--- src/rtl/uart_irq_pkg.sv ---
package uart_irq_pkg;

    // Sources in descending urgency; the enum order is the priority order.
    typedef enum logic [2:0] {
        SRC_LINE  = 3'd0,
        SRC_RXTO  = 3'd1,
        SRC_RXRDY = 3'd2,
        SRC_TXE   = 3'd3,
        SRC_MODEM = 3'd4,
        SRC_XOFF  = 3'd5,
        SRC_FLOW  = 3'd6,
        SRC_NONE  = 3'd7
    } irq_src_e;

    localparam int NUM_SRC = 7;
    localparam int NUM_LVL = 6;
    localparam int LVL_W   = $clog2(NUM_LVL);
    localparam int CODE_W  = 6;

    localparam logic [CODE_W-1:0] CODE_LINE  = 6'b000110;
    localparam logic [CODE_W-1:0] CODE_RXTO  = 6'b001100;
    localparam logic [CODE_W-1:0] CODE_RXRDY = 6'b000100;
    localparam logic [CODE_W-1:0] CODE_TXE   = 6'b000010;
    localparam logic [CODE_W-1:0] CODE_MODEM = 6'b000000;
    localparam logic [CODE_W-1:0] CODE_XOFF  = 6'b010000;
    localparam logic [CODE_W-1:0] CODE_FLOW  = 6'b100000;
    localparam logic [CODE_W-1:0] CODE_IDLE  = 6'b000001;

    typedef struct packed {
        logic [1:0]        fifo;
        logic [CODE_W-1:0] code;
    } irq_status_t;

    function automatic logic [CODE_W-1:0] src_code(irq_src_e s);
        case (s)
            SRC_LINE:  return CODE_LINE;
            SRC_RXTO:  return CODE_RXTO;
            SRC_RXRDY: return CODE_RXRDY;
            SRC_TXE:   return CODE_TXE;
            SRC_MODEM: return CODE_MODEM;
            SRC_XOFF:  return CODE_XOFF;
            SRC_FLOW:  return CODE_FLOW;
            default:   return CODE_IDLE;
        endcase
    endfunction

    // Enable bit that governs each source.
    function automatic logic [LVL_W-1:0] src_level(irq_src_e s);
        case (s)
            SRC_LINE:             return 3'd0;
            SRC_RXTO, SRC_RXRDY:  return 3'd1;
            SRC_TXE:              return 3'd2;
            SRC_MODEM:            return 3'd3;
            SRC_XOFF:             return 3'd4;
            default:              return 3'd5;
        endcase
    endfunction

    // Sources that exist only with enhanced features on.
    function automatic logic src_extended(irq_src_e s);
        return (s == SRC_XOFF) || (s == SRC_FLOW);
    endfunction

endpackage

--- src/rtl/uart_irq_pend.sv ---
module uart_irq_pend (
    input  logic clk,
    input  logic rst,
    input  logic tx_empty_evt,
    input  logic tx_write,
    input  logic tx_read_clr,
    input  logic xoff_det,
    input  logic xon_det,
    output logic tx_pend,
    output logic xoff_hold
);
    always_ff @(posedge clk) begin
        if (rst) begin
            tx_pend   <= 1'b0;
            xoff_hold <= 1'b0;
        end else begin
            if (tx_empty_evt)
                tx_pend <= 1'b1;
            else if (tx_write || tx_read_clr)
                tx_pend <= 1'b0;

            if (xoff_det)
                xoff_hold <= 1'b1;
            else if (xon_det)
                xoff_hold <= 1'b0;
        end
    end
endmodule

--- src/rtl/uart_irq_prio.sv ---
module uart_irq_prio
    import uart_irq_pkg::*;
(
    input  logic [NUM_SRC-1:0] req,
    output irq_src_e           winner
);
    // Scan from lowest to highest so the most urgent request overwrites.
    always_comb begin
        winner = SRC_NONE;
        for (int i = NUM_SRC - 1; i >= 0; i--) begin
            if (req[i])
                winner = irq_src_e'(3'(i));
        end
    end
endmodule

--- src/rtl/uart_irq_encoder.sv ---
module uart_irq_encoder
    import uart_irq_pkg::*;
(
    input  logic               clk,
    input  logic               rst,
    input  logic               line_err,
    input  logic               rx_ready,
    input  logic               rx_timeout,
    input  logic               tx_empty_evt,
    input  logic               tx_write,
    input  logic               modem_chg,
    input  logic               xoff_det,
    input  logic               xon_det,
    input  logic               flow_chg,
    input  logic [NUM_LVL-1:0] irq_en,
    input  logic               fifo_mode,
    input  logic               enh_mode,
    input  logic               rd_stb,
    output logic [7:0]         status,
    output logic               irq
);
    irq_status_t        status_q;
    logic               tx_pend;
    logic               xoff_hold;
    logic               tx_read_clr;
    logic [NUM_SRC-1:0] req_raw;
    logic [NUM_SRC-1:0] req_gated;
    irq_src_e           winner;

    assign tx_read_clr = rd_stb && (status_q.code == CODE_TXE);

    uart_irq_pend u_pend (
        .clk          (clk),
        .rst          (rst),
        .tx_empty_evt (tx_empty_evt),
        .tx_write     (tx_write),
        .tx_read_clr  (tx_read_clr),
        .xoff_det     (xoff_det),
        .xon_det      (xon_det),
        .tx_pend      (tx_pend),
        .xoff_hold    (xoff_hold)
    );

    always_comb begin
        req_raw            = '0;
        req_raw[SRC_LINE]  = line_err;
        req_raw[SRC_RXTO]  = rx_timeout;
        req_raw[SRC_RXRDY] = rx_ready;
        req_raw[SRC_TXE]   = tx_pend;
        req_raw[SRC_MODEM] = modem_chg;
        req_raw[SRC_XOFF]  = xoff_hold;
        req_raw[SRC_FLOW]  = flow_chg;
    end

    for (genvar g = 0; g < NUM_SRC; g++) begin : g_gate
        localparam irq_src_e SRC = irq_src_e'(3'(g));
        if (src_extended(SRC)) begin : g_ext
            assign req_gated[g] = req_raw[g] & irq_en[src_level(SRC)] & enh_mode;
        end else begin : g_base
            assign req_gated[g] = req_raw[g] & irq_en[src_level(SRC)];
        end
    end

    uart_irq_prio u_prio (
        .req    (req_gated),
        .winner (winner)
    );

    always_ff @(posedge clk) begin
        if (rst) begin
            status_q <= '{fifo: 2'b00, code: CODE_IDLE};
        end else if (!rd_stb) begin
            status_q <= '{fifo: {2{fifo_mode}}, code: src_code(winner)};
        end
    end

    assign status = status_q;
    assign irq    = ~status_q.code[0];
endmodule

--- config.mk ---
export PLATFORM = sky130hd
export DESIGN_NAME = uart_irq_encoder
export DESIGN_NICKNAME = d
export VERILOG_FILES = /design/src/rtl/uart_irq_pkg.sv /design/src/rtl/uart_irq_pend.sv /design/src/rtl/uart_irq_prio.sv /design/src/rtl/uart_irq_encoder.sv
export SDC_FILE = /design/constraint.sdc
export NUM_CORES = 1
export LEC_CHECK = 0
export BUFFER_PORTS_ARGS = -buffer_cell sky130_fd_sc_hd__buf_4
export CAP_MARGIN = 20
export CORE_AREA = 3 3 40 42
export CTS_BUF_LIST = sky130_fd_sc_hd__clkbuf_8 sky130_fd_sc_hd__clkbuf_16
export CTS_CLUSTER_DIAMETER = 100
export DETAILED_ROUTE_END_ITERATION = 8
export DIE_AREA = 0 0 43 45
export GPL_TIMING_DRIVEN = 0
export PLACE_DENSITY_LB_ADDON = 0.08
export SYNTH_ARGS = -nofsm -noshare
export SYNTH_HDL_FRONTEND = slang
export SYNTH_SLANG_ARGS = --single-unit
export TNS_END_PERCENT = 30
--- constraint.sdc ---
create_clock -name clk -period 3.7 [get_ports clk]
set_clock_uncertainty 0.05 [all_clocks]
set_input_delay 0.185 -clock clk [delete_from_list [all_inputs] [get_ports clk]]
set_output_delay 0.185 -clock clk [all_outputs]
set_load 0.05 [all_outputs]
==> summary.txt, run 1 <==
Status
  • Outcome: finished, final reports clean

Yosys
  • Sequential fraction of the synthesis area: 41.4%
  • Mapped cell area: 435 um^2
  • Synth warn: 0
  • Synth cell count leaders: dfxtp_1, nor2_1, a21oi_1, inv_1, nor3_1
  • Cells after synthesis: 51
  • Netlist cell types: 25
  • Syn Nets: 71
  • Number of flops mapped to enable cells by yosys: 0
  • Post-synth top flop: dfxtp_1
  • Flip-flop and latch count after synthesis: 9
  • Post-synth top area cell: dfxtp_1
  • Top area cells in the synthesized netlist: dfxtp_1, nor2_1, a21oi_1
  • Top-count cell post-synth: dfxtp_1
  • FFs w/ async S/R, synth: 0%
  • Yosys top cell area share: 41.4%
  • Syn avg cell area: 8.54 um^2

Hold path
  • Hold/Removal Path Class: input port to flop
  • Hold depth: 3
  • Hold path startpoint: tx_empty_evt
  • Worst hold endpoint: u_pend.tx_pend

STA
  • Final setup margin: 2.45 ns
  • Relative slew slack: 71.4%
  • Min Clock Period, post-route: 1.25 ns
  • Max Fclk: 0.798 GHz
  • Final hold slack: 0.106 ns
  • Final Cycle Share: 33.8%
  • Max Slew Vio Count: 0
  • Least-Margin Pin Slew: 0.430 ns
  • Final setup viols: 0
  • Setup_tns: 0 ns
  • RSZ-0062 raised after global routing: no
  • Final Hold Vio Count: 0

GRT
  • Largest net degree at the start of global routing: 11
  • First-pass GRT wire length: 1860 um
  • GRT Util Overall: 13.0%
  • Initial antenna violation count: 0
  • Vias in the first global route: 438
  • Total grt overflow: 0

Critical path
  • Worst Path Max Fanout: 4
  • Crit Reg-Reg Endpoint: status[0]
  • FF-to-FF setup slack: 2.45 ns
  • Startpoint types: flop
  • CP Data Arrival Time: 1.32 ns
  • Worst EP required: 3.77 ns
  • Critical path type: flop to flop
  • Crit. End Element: flop
  • Reg2Reg Depth: 4
  • Critical R2R Launch: u_pend.tx_pend

Clock network
  • H-tree depth: 1
  • CTS clock-pin slew for the worst setup and hold paths: 0.05 ns
  • CTS Buf Count: 3
  • TritonCTS clock tree: yes
  • Longest Clk Path Bufs: 2
  • # hold bufs at CTS: 0
  • Root Driver: clkbuf_8
  • Worst skew pair latency: 0.23 ns
  • Cts repair resizes: 0
  • CTS Sinks: 9
  • Post-CTS setup buffer count: 0

Power
  • Clock network fraction of total power: 39.3%
  • Sw frac: 28.4%
  • Worst vdd ir: 0.144 mV
  • Pint: 0.000205 W
  • Reg power frac: 37.3%
  • Lkg Pwr: 0.331 nW
  • Comb pwr share: 23.4%
  • PwrDens: 408 nW/um^2
  • Switching power: 0.0000815 W

Final layout
  • Post-layout util: 54.6%
  • Total Nets Final: 103
  • Antenna Cells: 0
  • Synthesis-to-finish area growth: 61.2%
  • Design Area, Final: 702 um^2
  • Layout cell share with drive strength beyond 1: 41.5%

Detailed routing
  • Antenna-violating nets left: 0
  • Drt drc: 0
  • DR WL/cell: 11.5 um
  • Vias: 491
  • WL final: 1110 um
  • Iter 0 DRT Violations: 10
  • DR vias/cell: 5.06
  • Drt pass-1 iters: 3

Place
  • Number of port buffers: 27
  • GP Congestion: 0.747
  • Dpl hpwl: 895 um
  • Pre-CTS setup slack: 2.42 ns
  • Placement-stage cell area: 657 um^2

Floorplanning
  • Rows: 13
  • Core ar.: 1280 um^2
  • DIE HEIGHT: 45 um
  • DIE AREA: 1940 um^2
  • Die W: 43 um
  • Top Ports: 29
  • Initial Utilization: 33.9%

Flow run
  • Maxcap violations: 0
through the flow:
stage / power [W] / cells
floorplan: 0.000148 / 51
global placement: 0.000176 / 93
detailed placement: 0.000176 / 93
CTS: 0.000290 / 97
global route: 0.000301 / 97
finish: 0.000286 / 97
critical path: stages (launching register included):
cell and delay, ns:
dfxtp_1 0.33, nand2_1 0.11, nor4b_2 0.18, nor3b_2 0.16, a221o_1 0.31
registers in the layout (all words and copies together), names as in the netlist:
name              cells
u_pend.tx_pend        1
status                7
u_pend.xoff_hold      1
power by group through the flow:
stage	Combinational [W]	Clock [W]	Sequential (W)
finish	0.0000671	0.000112	0.000107
global route	0.0000729	0.000121	0.000108
CTS	0.0000676	0.000115	0.000107
detailed placement	0.0000675	0	0.000109
global placement	0.0000675	0	0.000109
floorplan	0.0000260	0	0.000122
worst max-delay path by stage:
stage,slack [ns],cells after the start,from,endpoint
floorplan,2.29,4,status[0],u_pend.tx_pend
global placement,2.42,5,line_err,status[0]
detailed placement,2.42,5,line_err,status[4]
CTS,2.44,4,u_pend.tx_pend,status[0]
global route,2.37,4,u_pend.tx_pend,status[0]
finish,2.45,4,u_pend.tx_pend,status[0]
final cells by class:
class,instances,area [um^2]
clock inverter,1,3.75
fill,121,583
timing repair buffer,27,203
multi-input combinational,35,224
inverter,4,15.0
clock buffer,3,41.3
sequential,9,180
tap,15,18.8
buffer,3,16.3
metal layers:
| metal | vias to the layer above | share of wire [%] | global-route usage (%) |
|---|---|---|---|
| met2 | 20 | 45 | 16.8 |
| met3 | 3 | 8.5 | 4.38 |
| met1 | 219 | 44 | 18.0 |
| met5 | - | 0 | 0 |
| li1 | 249 | - | - |
| met4 | 0 | 2.2 | 9.04 |
layout by cell type, fill, tap and decap left out, types with 2 or more instances in the layout:
cell type / n
buf_4: 28
dfxtp_1: 9
nor2_1: 7
inv_1: 5
nor3_1: 4
a21oi_1: 4
nand2_1: 3
clkbuf_8: 3
a32oi_1: 2
kinds of logic (layout without fill, tap and decap cells):
kind of cell    Yosys count  after routing  share of synthesized area, %
compound gates           13             13                          22.4
buf+inv                   7             38                          7.18
flops                     9              9                          41.4
mux                       1              1                          2.30
simple gates             21             21                          26.7
Note: power is estimated with default switching activity, not from simulation.
==> run 2: changes to the inputs <==
clock period = 1 ns   (was 3.7 ns; I/O delays follow)
==> run 2 against run 1 <==
Compared with the run above: the flow now finishes with violations (setup timing); count of clock-buffer cells in the layout stayed put; worst setup slack got worse by 2.6 ns; clock power rose to 3.6 times the previous value; largest power group unchanged.
==> summary.txt, run 2 (same netlist as run 1, synthesis figures left out) <==
Floorplanning
  • DIE AREA: 1940 um^2
  • Core ar.: 1280 um^2
  • Die W: 43 um
  • Top Ports: 29
  • Initial Utilization: 33.9%
  • DIE HEIGHT: 45 um
  • Rows: 13

Detailed routing
  • Vias: 504
  • Antenna-violating nets left: 0
  • DR vias/cell: 5.09
  • WL final: 1200 um
  • Iter 0 DRT Violations: 16
  • DR WL/cell: 12.1 um
  • Drt drc: 0
  • Drt pass-1 iters: 4

Final layout
  • Most frequent cells in the layout: buf_4, nor2_1
  • Max FFs per register: 7
  • Synthesis-to-finish area growth: 75.3%
  • Total Nets Final: 105
  • Antenna Cells: 0
  • Most common cell after layout, fill and taps aside: buf_4
  • Post-layout util: 59.4%
  • Layout cell share with drive strength beyond 1: 51.2%
  • Design Area, Final: 763 um^2

GRT
  • Largest net degree at the start of global routing: 11
  • Vias in the first global route: 466
  • GRT Util Overall: 13.5%
  • Initial antenna violation count: 0
  • First-pass GRT wire length: 1960 um
  • Total grt overflow: 0

Power
  • Reg power frac: 37.3%
  • Switching power: 0.000302 W
  • Total power: 0.00107 W
  • Clock network fraction of total power: 37.4%
  • PwrDens: 1410 nW/um^2
  • Lkg Pwr: 0.356 nW
  • Comb pwr share: 25.3%
  • Pint: 0.000773 W
  • Sw frac: 28.1%
  • Worst vdd ir: 0.954 mV

Critical path
  • Worst EP required: 1.06 ns
  • Startpoint types: flop
  • Crit. End Element: flop
  • CP Data Arrival Time: 1.24 ns
  • Crit-path slowest cell: dfxtp_2
  • Buf+Inv Stages, Crit Path: 0
  • Critical path type: flop to flop
  • Top delay family on crit path: simple AND/OR/NAND/NOR gates
  • CP Cell Sequence: nand2_4, nor4b_4, nor3b_4, a221o_1
  • CP max stage delay: 0.34 ns
  • Setup crit start: u_pend.tx_pend
  • Worst Path Max Fanout: 4
  • Critical R2R Launch: u_pend.tx_pend

STA
  • Max Fclk: 0.849 GHz
  • Max Slew Vio Count: 0
  • Final setup margin: -0.178 ns
  • RSZ-0062 raised after global routing: yes
  • Final setup viols: 4
  • Min Clock Period, post-route: 1.18 ns
  • Final Hold Vio Count: 0
  • Final hold slack: 0.00498 ns
  • Least-Margin Pin Slew: 0.435 ns
  • Relative slew slack: 71.0%
  • Final Cycle Share: 118%
  • Setup_tns: -0.497 ns

Place
  • Number of port buffers: 27
  • Dpl hpwl: 950 um
  • GP Congestion: 0.670
  • Placement-stage cell area: 681 um^2

Clock network
  • H-tree depth: 1
  • CTS Sinks: 9
  • Worst skew pair latency: 0.23 ns
  • TritonCTS clock tree: yes
  • CTS Buf Count: 3
  • Post-CTS setup buffer count: 0
  • Root Driver: clkbuf_8
  • Longest Clk Path Bufs: 2
  • CTS clock-pin slew for the worst setup and hold paths: 0.04 ns

Hold path
  • Hold path startpoint: fifo_mode
  • Hold/Removal Path Class: input port to flop

Status
  • Failing checks: setup timing
  • Outcome: complete, but fails checks

Flow run
  • Maxcap violations: 0
-- run 2: cell count changes in the layout (fill, tap and decap cells not counted), sizes merged --
cell         before  now
dlygate4sd3       0    2
clkinvlp          0    1
inv               5    4
-- run 2: area by class of cell --
type                       count  area (um^2)
inverter                       4         18.8
timing repair buffer          29          223
multi-input combinational     35          253
sequential                     9          189
clock buffer                   3         41.3
clock inverter                 1         3.75
buffer                         3         16.3
tap                           15         18.8
fill                         127          522
-- run 2: power groups by stage --
| stage | clock network (W) | registers [W] | logic, W |
|---|---|---|---|
| finish | 0.000402 | 0.000401 | 0.000272 |
| global route | 0.000432 | 0.000402 | 0.000292 |
| CTS | 0.000415 | 0.000400 | 0.000267 |
| detailed placement | 0 | 0.000406 | 0.000258 |
| global placement | 0 | 0.000405 | 0.000256 |
| floorplan | 0 | 0.000455 | 0.000102 |
-- run 2: path summary, 6_finish.rpt --
kind / slack [ns] / to / depth (start not counted)
max: -0.18 / status[0] / 4
min: 0.005 / status[6] / 3
max reg2reg: -0.18 / status[0] / 4
min reg2reg: 0.44 / status[4] / 2
-- run 2: stage by stage --
stage / std cells / setup slack [ns]
after floorplan: 51 / -0.130
after CTS: 99 / -0.168
after detailed placement: 93 / -0.168
final: 99 / -0.178
after global placement: 93 / -0.170
after global routing: 99 / -0.209
-- run 2: what timing repair did --
action                                  in CTS  in global routing
hold buffers                                 2                  0
resized for setup                            2                  2
pin swaps                                    1                  1
endpoints found under the setup margin       4                  4
endpoints found under the hold margin        2                  0
-- run 2: per-layer routing --
metal	routed length, um	vias to the layer above	GRT usage [%]
li1	-	252	-
met5	0	-	0
met4	0	0	3.61
met3	99	0	5.98
met1	498	230	15.8
met2	602	22	22.5
-- run 2: tightest hold or removal path, delay by kind of cell --
family,cells,cell delay (ns)
multiplexers,1,0.05
buffers and inverters,1,0.08
AND/OR/NAND/NOR,1,0.07
